===== src/rtl/spd_ds_pkg.sv =====
package spd_ds_pkg;
  localparam int NUM_SPD = 3;
  localparam int LIM_W   = 2;

  typedef enum logic [1:0] {
    LV_FULL   = 2'd0,
    LV_NO1G   = 2'd1,
    LV_ONLY10 = 2'd2
  } lvl_e;
endpackage


===== src/rtl/spd_fail_counter.sv =====
module spd_fail_counter
  import spd_ds_pkg::*;
#(
  parameter int LW = LIM_W
) (
  input  logic          clk_i,
  input  logic          rst_ni,
  input  logic          en_i,
  input  logic          clear_i,
  input  logic          link_up_i,
  input  logic          fail_i,
  input  logic [LW-1:0] limit_i,
  output logic          step_o
);
  logic [LW-1:0] cnt_q;
  logic          hold_clr;

  assign hold_clr = clear_i | ~en_i | link_up_i;
  assign step_o   = ~hold_clr & fail_i & (cnt_q == limit_i);

  always_ff @(posedge clk_i or negedge rst_ni) begin
    if (!rst_ni)                 cnt_q <= '0;
    else if (hold_clr || step_o) cnt_q <= '0;
    else if (fail_i)             cnt_q <= cnt_q + 1'b1;
  end

  // count cleared after link-up or restart
  a_r8_link_clears: assert property (@(posedge clk_i) disable iff (!rst_ni)
    (link_up_i || clear_i) |=> (cnt_q == '0));
  a_r7_no_step_disabled: assert property (@(posedge clk_i) disable iff (!rst_ni)
    !en_i |-> !step_o);
endmodule


===== src/rtl/spd_level_fsm.sv =====
module spd_level_fsm
  import spd_ds_pkg::*;
(
  input  logic clk_i,
  input  logic rst_ni,
  input  logic en_i,
  input  logic allow_10_i,
  input  logic clear_i,
  input  logic step_i,
  output lvl_e level_o,
  output logic restart_o
);
  lvl_e level_q, level_d, prev_q;
  logic restart_q;

  always_comb begin
    level_d = level_q;
    if (clear_i || !en_i) level_d = LV_FULL;
    else if (step_i) begin
      unique case (level_q)
        LV_FULL:   level_d = LV_NO1G;
        LV_NO1G:   level_d = allow_10_i ? LV_ONLY10 : LV_FULL;
        default:   level_d = LV_FULL;
      endcase
    end
  end

  always_ff @(posedge clk_i or negedge rst_ni) begin
    if (!rst_ni) begin
      level_q   <= LV_FULL;
      prev_q    <= LV_FULL;
      restart_q <= 1'b0;
    end else begin
      level_q   <= level_d;
      prev_q    <= level_q;
      restart_q <= (level_q != prev_q);
    end
  end

  assign level_o   = level_q;
  assign restart_o = restart_q;

  a_r9_single_pulse: assert property (@(posedge clk_i) disable iff (!rst_ni)
    restart_q |=> !restart_q);
  a_r9_follows_change: assert property (@(posedge clk_i) disable iff (!rst_ni)
    (level_q != $past(level_q)) |=> restart_q);
  a_r7_disabled_full: assert property (@(posedge clk_i) disable iff (!rst_ni)
    (!en_i || clear_i) |=> (level_q == LV_FULL));
  a_r8_level_held: assert property (@(posedge clk_i) disable iff (!rst_ni)
    (en_i && !clear_i && !step_i) |=> (level_q == $past(level_q)));
  a_r6_no_10_step: assert property (@(posedge clk_i) disable iff (!rst_ni)
    (level_q == LV_NO1G && !allow_10_i) |=> (level_q != LV_ONLY10));
endmodule


===== src/rtl/spd_adv_mask.sv =====
module spd_adv_mask
  import spd_ds_pkg::*;
#(
  parameter int NS = NUM_SPD
) (
  input  lvl_e          level_i,
  input  logic [NS-1:0] cfg_i,
  output logic [NS-1:0] mask_o
);
  // each level drops one more speed from the top
  for (genvar i = 0; i < NS; i++) begin : g_bit
    assign mask_o[i] = cfg_i[i] & (int'(level_i) <= (NS - 1 - i));
  end
endmodule


===== src/rtl/spd_downshift_ctrl.sv =====
module spd_downshift_ctrl
  import spd_ds_pkg::*;
#(
  parameter int NS = NUM_SPD,
  parameter int LW = LIM_W
) (
  input  logic          clk_i,
  input  logic          rst_ni,
  input  logic          en_i,
  input  logic          allow_10_i,
  input  logic [NS-1:0] cfg_ability_i,
  input  logic [LW-1:0] fail_limit_i,
  input  logic          link_up_i,
  input  logic          attempt_fail_i,
  input  logic          sw_restart_i,
  output logic [NS-1:0] adv_mask_o,
  output logic          restart_an_o,
  output logic          downshifted_o
);
  logic step;
  lvl_e level;

  spd_fail_counter #(.LW(LW)) u_cnt (
    .clk_i, .rst_ni, .en_i,
    .clear_i  (sw_restart_i),
    .link_up_i,
    .fail_i   (attempt_fail_i),
    .limit_i  (fail_limit_i),
    .step_o   (step)
  );

  spd_level_fsm u_fsm (
    .clk_i, .rst_ni, .en_i, .allow_10_i,
    .clear_i   (sw_restart_i),
    .step_i    (step),
    .level_o   (level),
    .restart_o (restart_an_o)
  );

  spd_adv_mask #(.NS(NS)) u_mask (
    .level_i (level),
    .cfg_i   (cfg_ability_i),
    .mask_o  (adv_mask_o)
  );

  assign downshifted_o = |(cfg_ability_i & ~adv_mask_o);

  a_r10_flag_match: assert property (@(posedge clk_i) disable iff (!rst_ni)
    downshifted_o == (adv_mask_o != cfg_ability_i));
  a_r1_subset: assert property (@(posedge clk_i) disable iff (!rst_ni)
    (adv_mask_o & ~cfg_ability_i) == '0);
endmodule


===== config.mk =====
export PLATFORM = sky130hd
export DESIGN_NAME = spd_downshift_ctrl
export DESIGN_NICKNAME = d
export VERILOG_FILES = /design/src/rtl/spd_ds_pkg.sv /design/src/rtl/spd_fail_counter.sv /design/src/rtl/spd_level_fsm.sv /design/src/rtl/spd_adv_mask.sv /design/src/rtl/spd_downshift_ctrl.sv
export SDC_FILE = /design/constraint.sdc
export NUM_CORES = 1
export LEC_CHECK = 0
export ABC_AREA = 0
export BUFFER_PORTS_ARGS = -buffer_cell sky130_fd_sc_hd__buf_2
export CORE_AREA = 2 2 39 41
export CTS_CLUSTER_SIZE = 40
export DETAILED_ROUTE_END_ITERATION = 16
export DIE_AREA = 0 0 41 43
export GPL_TIMING_DRIVEN = 0
export PLACE_DENSITY_LB_ADDON = 0.05
export SLEW_MARGIN = 20
export SYNTH_ARGS = -nofsm -noshare
export SYNTH_HDL_FRONTEND = slang
export SYNTH_SLANG_ARGS = --single-unit

===== constraint.sdc =====
create_clock -name clk_i -period 2.9 [get_ports clk_i]
set_input_delay 0.145 -clock clk_i [delete_from_list [all_inputs] [get_ports clk_i]]
set_output_delay 0.145 -clock clk_i [all_outputs]
set_load 0.02 [all_outputs]

==> results.txt, run 1 <==
final worst path period need -> 1467 ps
Hold Crit Class -> input port to flip-flop
Top FF cell, synth -> dfrtp_1
most common cell after layout, fill and taps aside -> buf_2
CTS tree -> yes
Worst Path Arrival -> 1320 ps
Peak Freq -> 681.8 MHz
vias in the first global route -> 331
die height -> 43 µm
Reg clk slew, reported paths -> 50 ps
Setup Total Neg Slack -> 0 ps
synth top area cells -> dfrtp_1, xnor2_1, xor2_2
fin. max-slew vios -> 0
GR Util All Layers -> 0.1175
Hold Fails Final Rpt -> 0
largest net degree at the start of global routing -> 9
Critical Path Max Stage Delay -> 330 ps
Synth area leader -> dfrtp_1
antenna cells -> 0
PortBufs -> 16
pre-CTS setup slack -> 1700 ps
crit path launch type -> flip-flop
worst-case vdd ir drop -> 260.3 µV
FP Rows -> 14
Worst setup EP type -> output port
Required @ worst endpoint -> 2760 ps
TritonCTS buffer count -> 3
Synth warnings -> 0
CP Cell Sequence -> clkbuf_1, a21oi_1, o21ai_0, buf_2
H-tree levels -> 1
flops & latches, synth -> 7
Tot Pwr -> 0.2213 mW
Root Driver -> clkbuf_4
pwr dens -> 415.2 mW/mm²
number of synthesized flops with an enable pin -> 0
final worst path period share -> 0.5057
total grt overflow -> 0
cell family with most CP delay -> buffers and inverters
Synth top area share -> 0.4416
core area -> 0.001384 mm²
# resized after CTS -> 0
Avg Cell Area, Syn -> 10.17 µm²
die area -> 0.001763 mm²
Synth cell types -> 19
Hold-fix buffers, CTS -> 1
slowest CP cell -> dfrtp_1
Final WS setup -> 1433 ps
CP Max Fanout -> 8
DRT iter0 DRCs -> 2
Post-synth ARST share -> 1.000
crit path kind -> flip-flop to output port
initial antenna violation count -> 0
area delta synth->final -> 34.38%
Lkg Pwr -> 0.2447 nW
clock skew -> 0.8088 ps
post-CTS setup buffer count -> 0
Min Hold Slack -> 96.76 ps
cell area after synthesis -> 396.6 µm²
clock latency on the worst-skew pair -> 250 ps
share of cells above drive strength 1 -> 0.3500
I/O pins -> 17
run status -> finished, final reports clean
Setup Viol. Count Final -> 0
CP Buf/Inv Count -> 2
Routed WL per cell -> 10.50 µm
CTS Sinks -> 7
RSZ-0062 raised after global routing -> no
post-route ant nets -> 0
Post-route DRC -> 0
buffer levels on the longest clock path -> 2
total number of vias -> 358
die width -> 41 µm
max_slew headroom -> 0.7655
final wirelength -> 798 µm
first-pass GRT wire length -> 1317 µm
flop2flop setup slack -> 1730 ps
DP Wirelength -> 657.1 µm
Max Cap Violations -> 0
Slew @ Worst Pin -> 351.8 ps
Initial Utilization -> 0.2866
sequential area share after synthesis -> 0.4416
final core occ -> 0.3852
fin nets -> 73
Via-to-Cell Ratio -> 4.711
Mapped Cells -> 39
routability congestion estimate -> 0.7632
most frequent cells in the layout -> buf_2, dfrtp_1, xnor2_1
First-pass DRT Iterations -> 4
synthesized net count -> 51
## synthesized netlist by cell type (2+ instances only)
cell type,instances
xnor2_1,5
o21ai_0,2
nand4_1,2
nor2b_1,2
nand2b_1,2
nor4_1,2
nand2_1,2
xor2_2,2
a21oi_1,3
o31ai_1,2
dfrtp_1,7
## final timing paths
kind | cells after the start | from | end
max | 4 | u_fsm.level_o[1] | downshifted_o
max in group asynchronous | 2 | rst_ni | u_fsm.restart_o
max reg2reg | 4 | u_fsm.level_o[1] | u_fsm.level_o[1]
min | 2 | link_up_i | u_cnt.cnt_q[1]
min in group asynchronous | 2 | rst_ni | u_fsm.level_o[1]
min reg2reg | 0 | u_fsm.level_o[1] | u_fsm.prev_q[1]
## cell families after synthesis
logic type / synth area share
AND/OR/NAND/NOR: 0.2050
flip-flops: 0.4416
buffers and inverters: 0.01891
XOR/XNOR: 0.2145
AO/OA/AOI/OAI: 0.1199
## final cells by class
| class | instances | area (µm²) |
|---|---|---|
| buffer | 1 | 3.754 |
| tap | 16 | 20.02 |
| clock buffer | 4 | 26.28 |
| timing repair buffer | 17 | 90.09 |
| sequential | 7 | 175.2 |
| multi-input combinational | 30 | 214.0 |
| inverter | 1 | 3.754 |
| fill | 149 | 850.8 |
## worst reg2reg max path, stage by stage, from the launching register on
cell	delay (ps)
dfrtp_1	370
clkbuf_1	200
and3b_1	260
nand4_1	90
a21oi_1	180
## flip-flops by register name, summed over array words and instances, names as in the netlist
signal,count
u_fsm.prev_q,2
u_fsm.level_o,2
u_cnt.cnt_q,2
u_fsm.restart_o,1
## report_power, final
group	internal, mW	switching (mW)
clock	0.0525	0.0365
combinational	0.0148	0.0170
sequential	0.0991	0.00143
total	0.166	0.0549
## per-layer routing
layer  share of wire  routed length [µm]  GRT usage
met5               0                   0          0
met1            0.40                 317     0.1325
met3            0.11                  88    0.07853
met4               0                   0    0.04000
met2            0.49                 392     0.1719
## through the flow
step,cells,instance area [µm²]
5_1_grt,76,533.0
6_report,76,533.0
4_1_cts,76,533.0
3_3_place_gp,71,496.7
3_5_place_dp,71,496.7
2_1_floorplan,39,396.6
(Power assumes the default switching activity.)
==> run 2: changes to the inputs <==
- ABC_AREA: 0 -> 1
- clock period: 2.9 -> 1.45 ns (I/O delays scaled with it)
==> run 2 against run 1 <==
Against the previous run:
- core utilization up 3.7 points
- non-clock buffer count up 1
- register-to-register slack worse by 1300 ps
- critical path depth unchanged
- critical path type unchanged
==> results.txt, run 2 <==
First-pass DRT Iterations -> 4
Synth warnings -> 0
number of synthesized flops with an enable pin -> 0
Synth area leader -> dfrtp_1
run status -> finished, final reports clean
vias in the first global route -> 359
post-route ant nets -> 0
flops & latches, synth -> 7
most common cell after layout, fill and taps aside -> buf_2
die height -> 43 µm
final wirelength -> 799 µm
clock latency on the worst-skew pair -> 250 ps
Avg Cell Area, Syn -> 7.204 µm²
flop2flop setup slack -> 460 ps
DP Wirelength -> 643.7 µm
largest net degree at the start of global routing -> 10
Setup Total Neg Slack -> 0 ps
Initial Utilization -> 0.3228
total grt overflow -> 0
H-tree levels -> 1
Final Instance Area -> 584.3 µm²
crit path launch type -> flip-flop
first-pass GRT wire length -> 1324 µm
synthesized net count -> 74
worst-case vdd ir drop -> 237.6 µV
Mapped Cells -> 62
CP Max Fanout -> 7
routability congestion estimate -> 0.6981
RSZ-0062 raised after global routing -> no
CTS Sinks -> 7
Post-route DRC -> 0
Worst Path Arrival -> 1180 ps
Synth top area share -> 0.3922
Reg clk slew, reported paths -> 60 ps
Lkg Pwr -> 0.3428 nW
Peak Freq -> 799.6 MHz
Final WS setup -> 199.3 ps
core area -> 0.001384 mm²
area delta synth->final -> 30.81%
cell area after synthesis -> 446.7 µm²
PortBufs -> 16
TritonCTS buffer count -> 3
die width -> 41 µm
placed cell areas -> 546.8 µm²
Hold Crit Class -> input port to flip-flop
fin nets -> 96
initial antenna violation count -> 0
Routed WL per cell -> 8.071 µm
filler-free cell count of the finished design -> 99
Post-synth ARST share -> 1.000
Max Cap Violations -> 0
Required @ worst endpoint -> 1380 ps
pwr dens -> 759.2 mW/mm²
sequential area share after synthesis -> 0.3922
most frequent cells in the layout -> buf_2, nand2_1, inv_1
final worst path period need -> 1251 ps
Synth cell types -> 18
Worst R2R Start -> u_cnt.cnt_q[1]
die area -> 0.001763 mm²
most common cell in the synthesized netlist -> nand2_1
max_slew headroom -> 0.8734
placed cells -> 94
Min Hold Slack -> 107.8 ps
Slew @ Worst Pin -> 189.2 ps
Crit. Startpoint -> u_fsm.level_o[0]
antenna cells -> 0
I/O pins -> 17
pre-CTS setup slack -> 468.9 ps
share of cells above drive strength 1 -> 0.3735
post-CTS setup buffer count -> 0
Hold Fails Final Rpt -> 0
CTS tree -> yes
crit path kind -> flip-flop to output port
Root Driver -> clkbuf_4
Via-to-Cell Ratio -> 4.071
Worst setup EP type -> output port
Top FF cell, synth -> dfrtp_1
Setup Viol. Count Final -> 0
HP Start -> link_up_i
buffer levels on the longest clock path -> 2
FP Rows -> 14
final worst path period share -> 0.8625
fin. max-slew vios -> 0
clock skew -> 5.761 ps
GR Util All Layers -> 0.1122
synth top area cells -> dfrtp_1, nand2_1, inv_1
DRT iter0 DRCs -> 7
top cells by count, synth -> nand2_1, inv_1, nor2_1, dfrtp_1, nand2_2
total number of vias -> 403
-- run 2: kinds of logic after synthesis --
kind of cell,after synthesis,share of synthesized area
and+or+nand+nor,35,0.3809
xor gates and xnor gates,3,0.05883
buffers and inverters,14,0.1288
AOI/OAI and AO/OA,3,0.03920
DFF,7,0.3922
-- run 2: final timing paths --
path                                    end  cells past startpoint
max reg2reg                u_fsm.level_o[1]                      6
max                           downshifted_o                      4
max in group asynchronous   u_fsm.prev_q[1]                      2
min                          u_cnt.cnt_q[1]                      4
min in group asynchronous    u_cnt.cnt_q[0]                      2
min reg2reg                 u_fsm.prev_q[0]                      0
-- run 2: through the flow --
step / total power, mW / utilization
after floorplan: 0.2422 / -
final: 0.4436 / 0.4222
after global placement: 0.2712 / 0.3951
after detailed placement: 0.2718 / 0.3951
after global routing: 0.4753 / 0.4222
after CTS: 0.4541 / 0.4222
-- run 2: final cells by class --
type	count	area [µm²]
repair buffers	17	90.09
clock inverters	1	5.005
plain buffers	2	12.51
fillers	146	799.5
clock buffers	3	22.52
inverters	12	45.04
multi-input cells	41	214.0
flip-flops and latches	7	175.2
well taps	16	20.02
-- run 2: where the power goes --
part	switching [mW]	internal, mW
Clock	0.0732	0.101
Sequential	0.00154	0.198
Combinational	0.0407	0.0294
Total	0.115	0.328
-- run 2: worst max-delay path, cell delays in order, from the launching register on --
cell and delay, ps:
dfrtp_1 370, buf_2 160, nor2_1 140, o21ai_0 90, buf_2 160
-- run 2: repair_timing --
item | in CTS | in global routing
hold buffers | 1 | 0
gates resized for setup | 0 | 0
setup endpoints to repair | 0 | 0
endpoints found under the hold margin | 7 | 0
-- run 2: per-layer routing --
metal	part of all wire	global-route usage	wire, µm	vias up
li1	-	-	-	226
met1	0.50	0.1414	403	169
met2	0.47	0.1563	372	8
met3	0.029	0.03141	23	0
met4	0	0.08000	0	0
met5	0	0	0	-
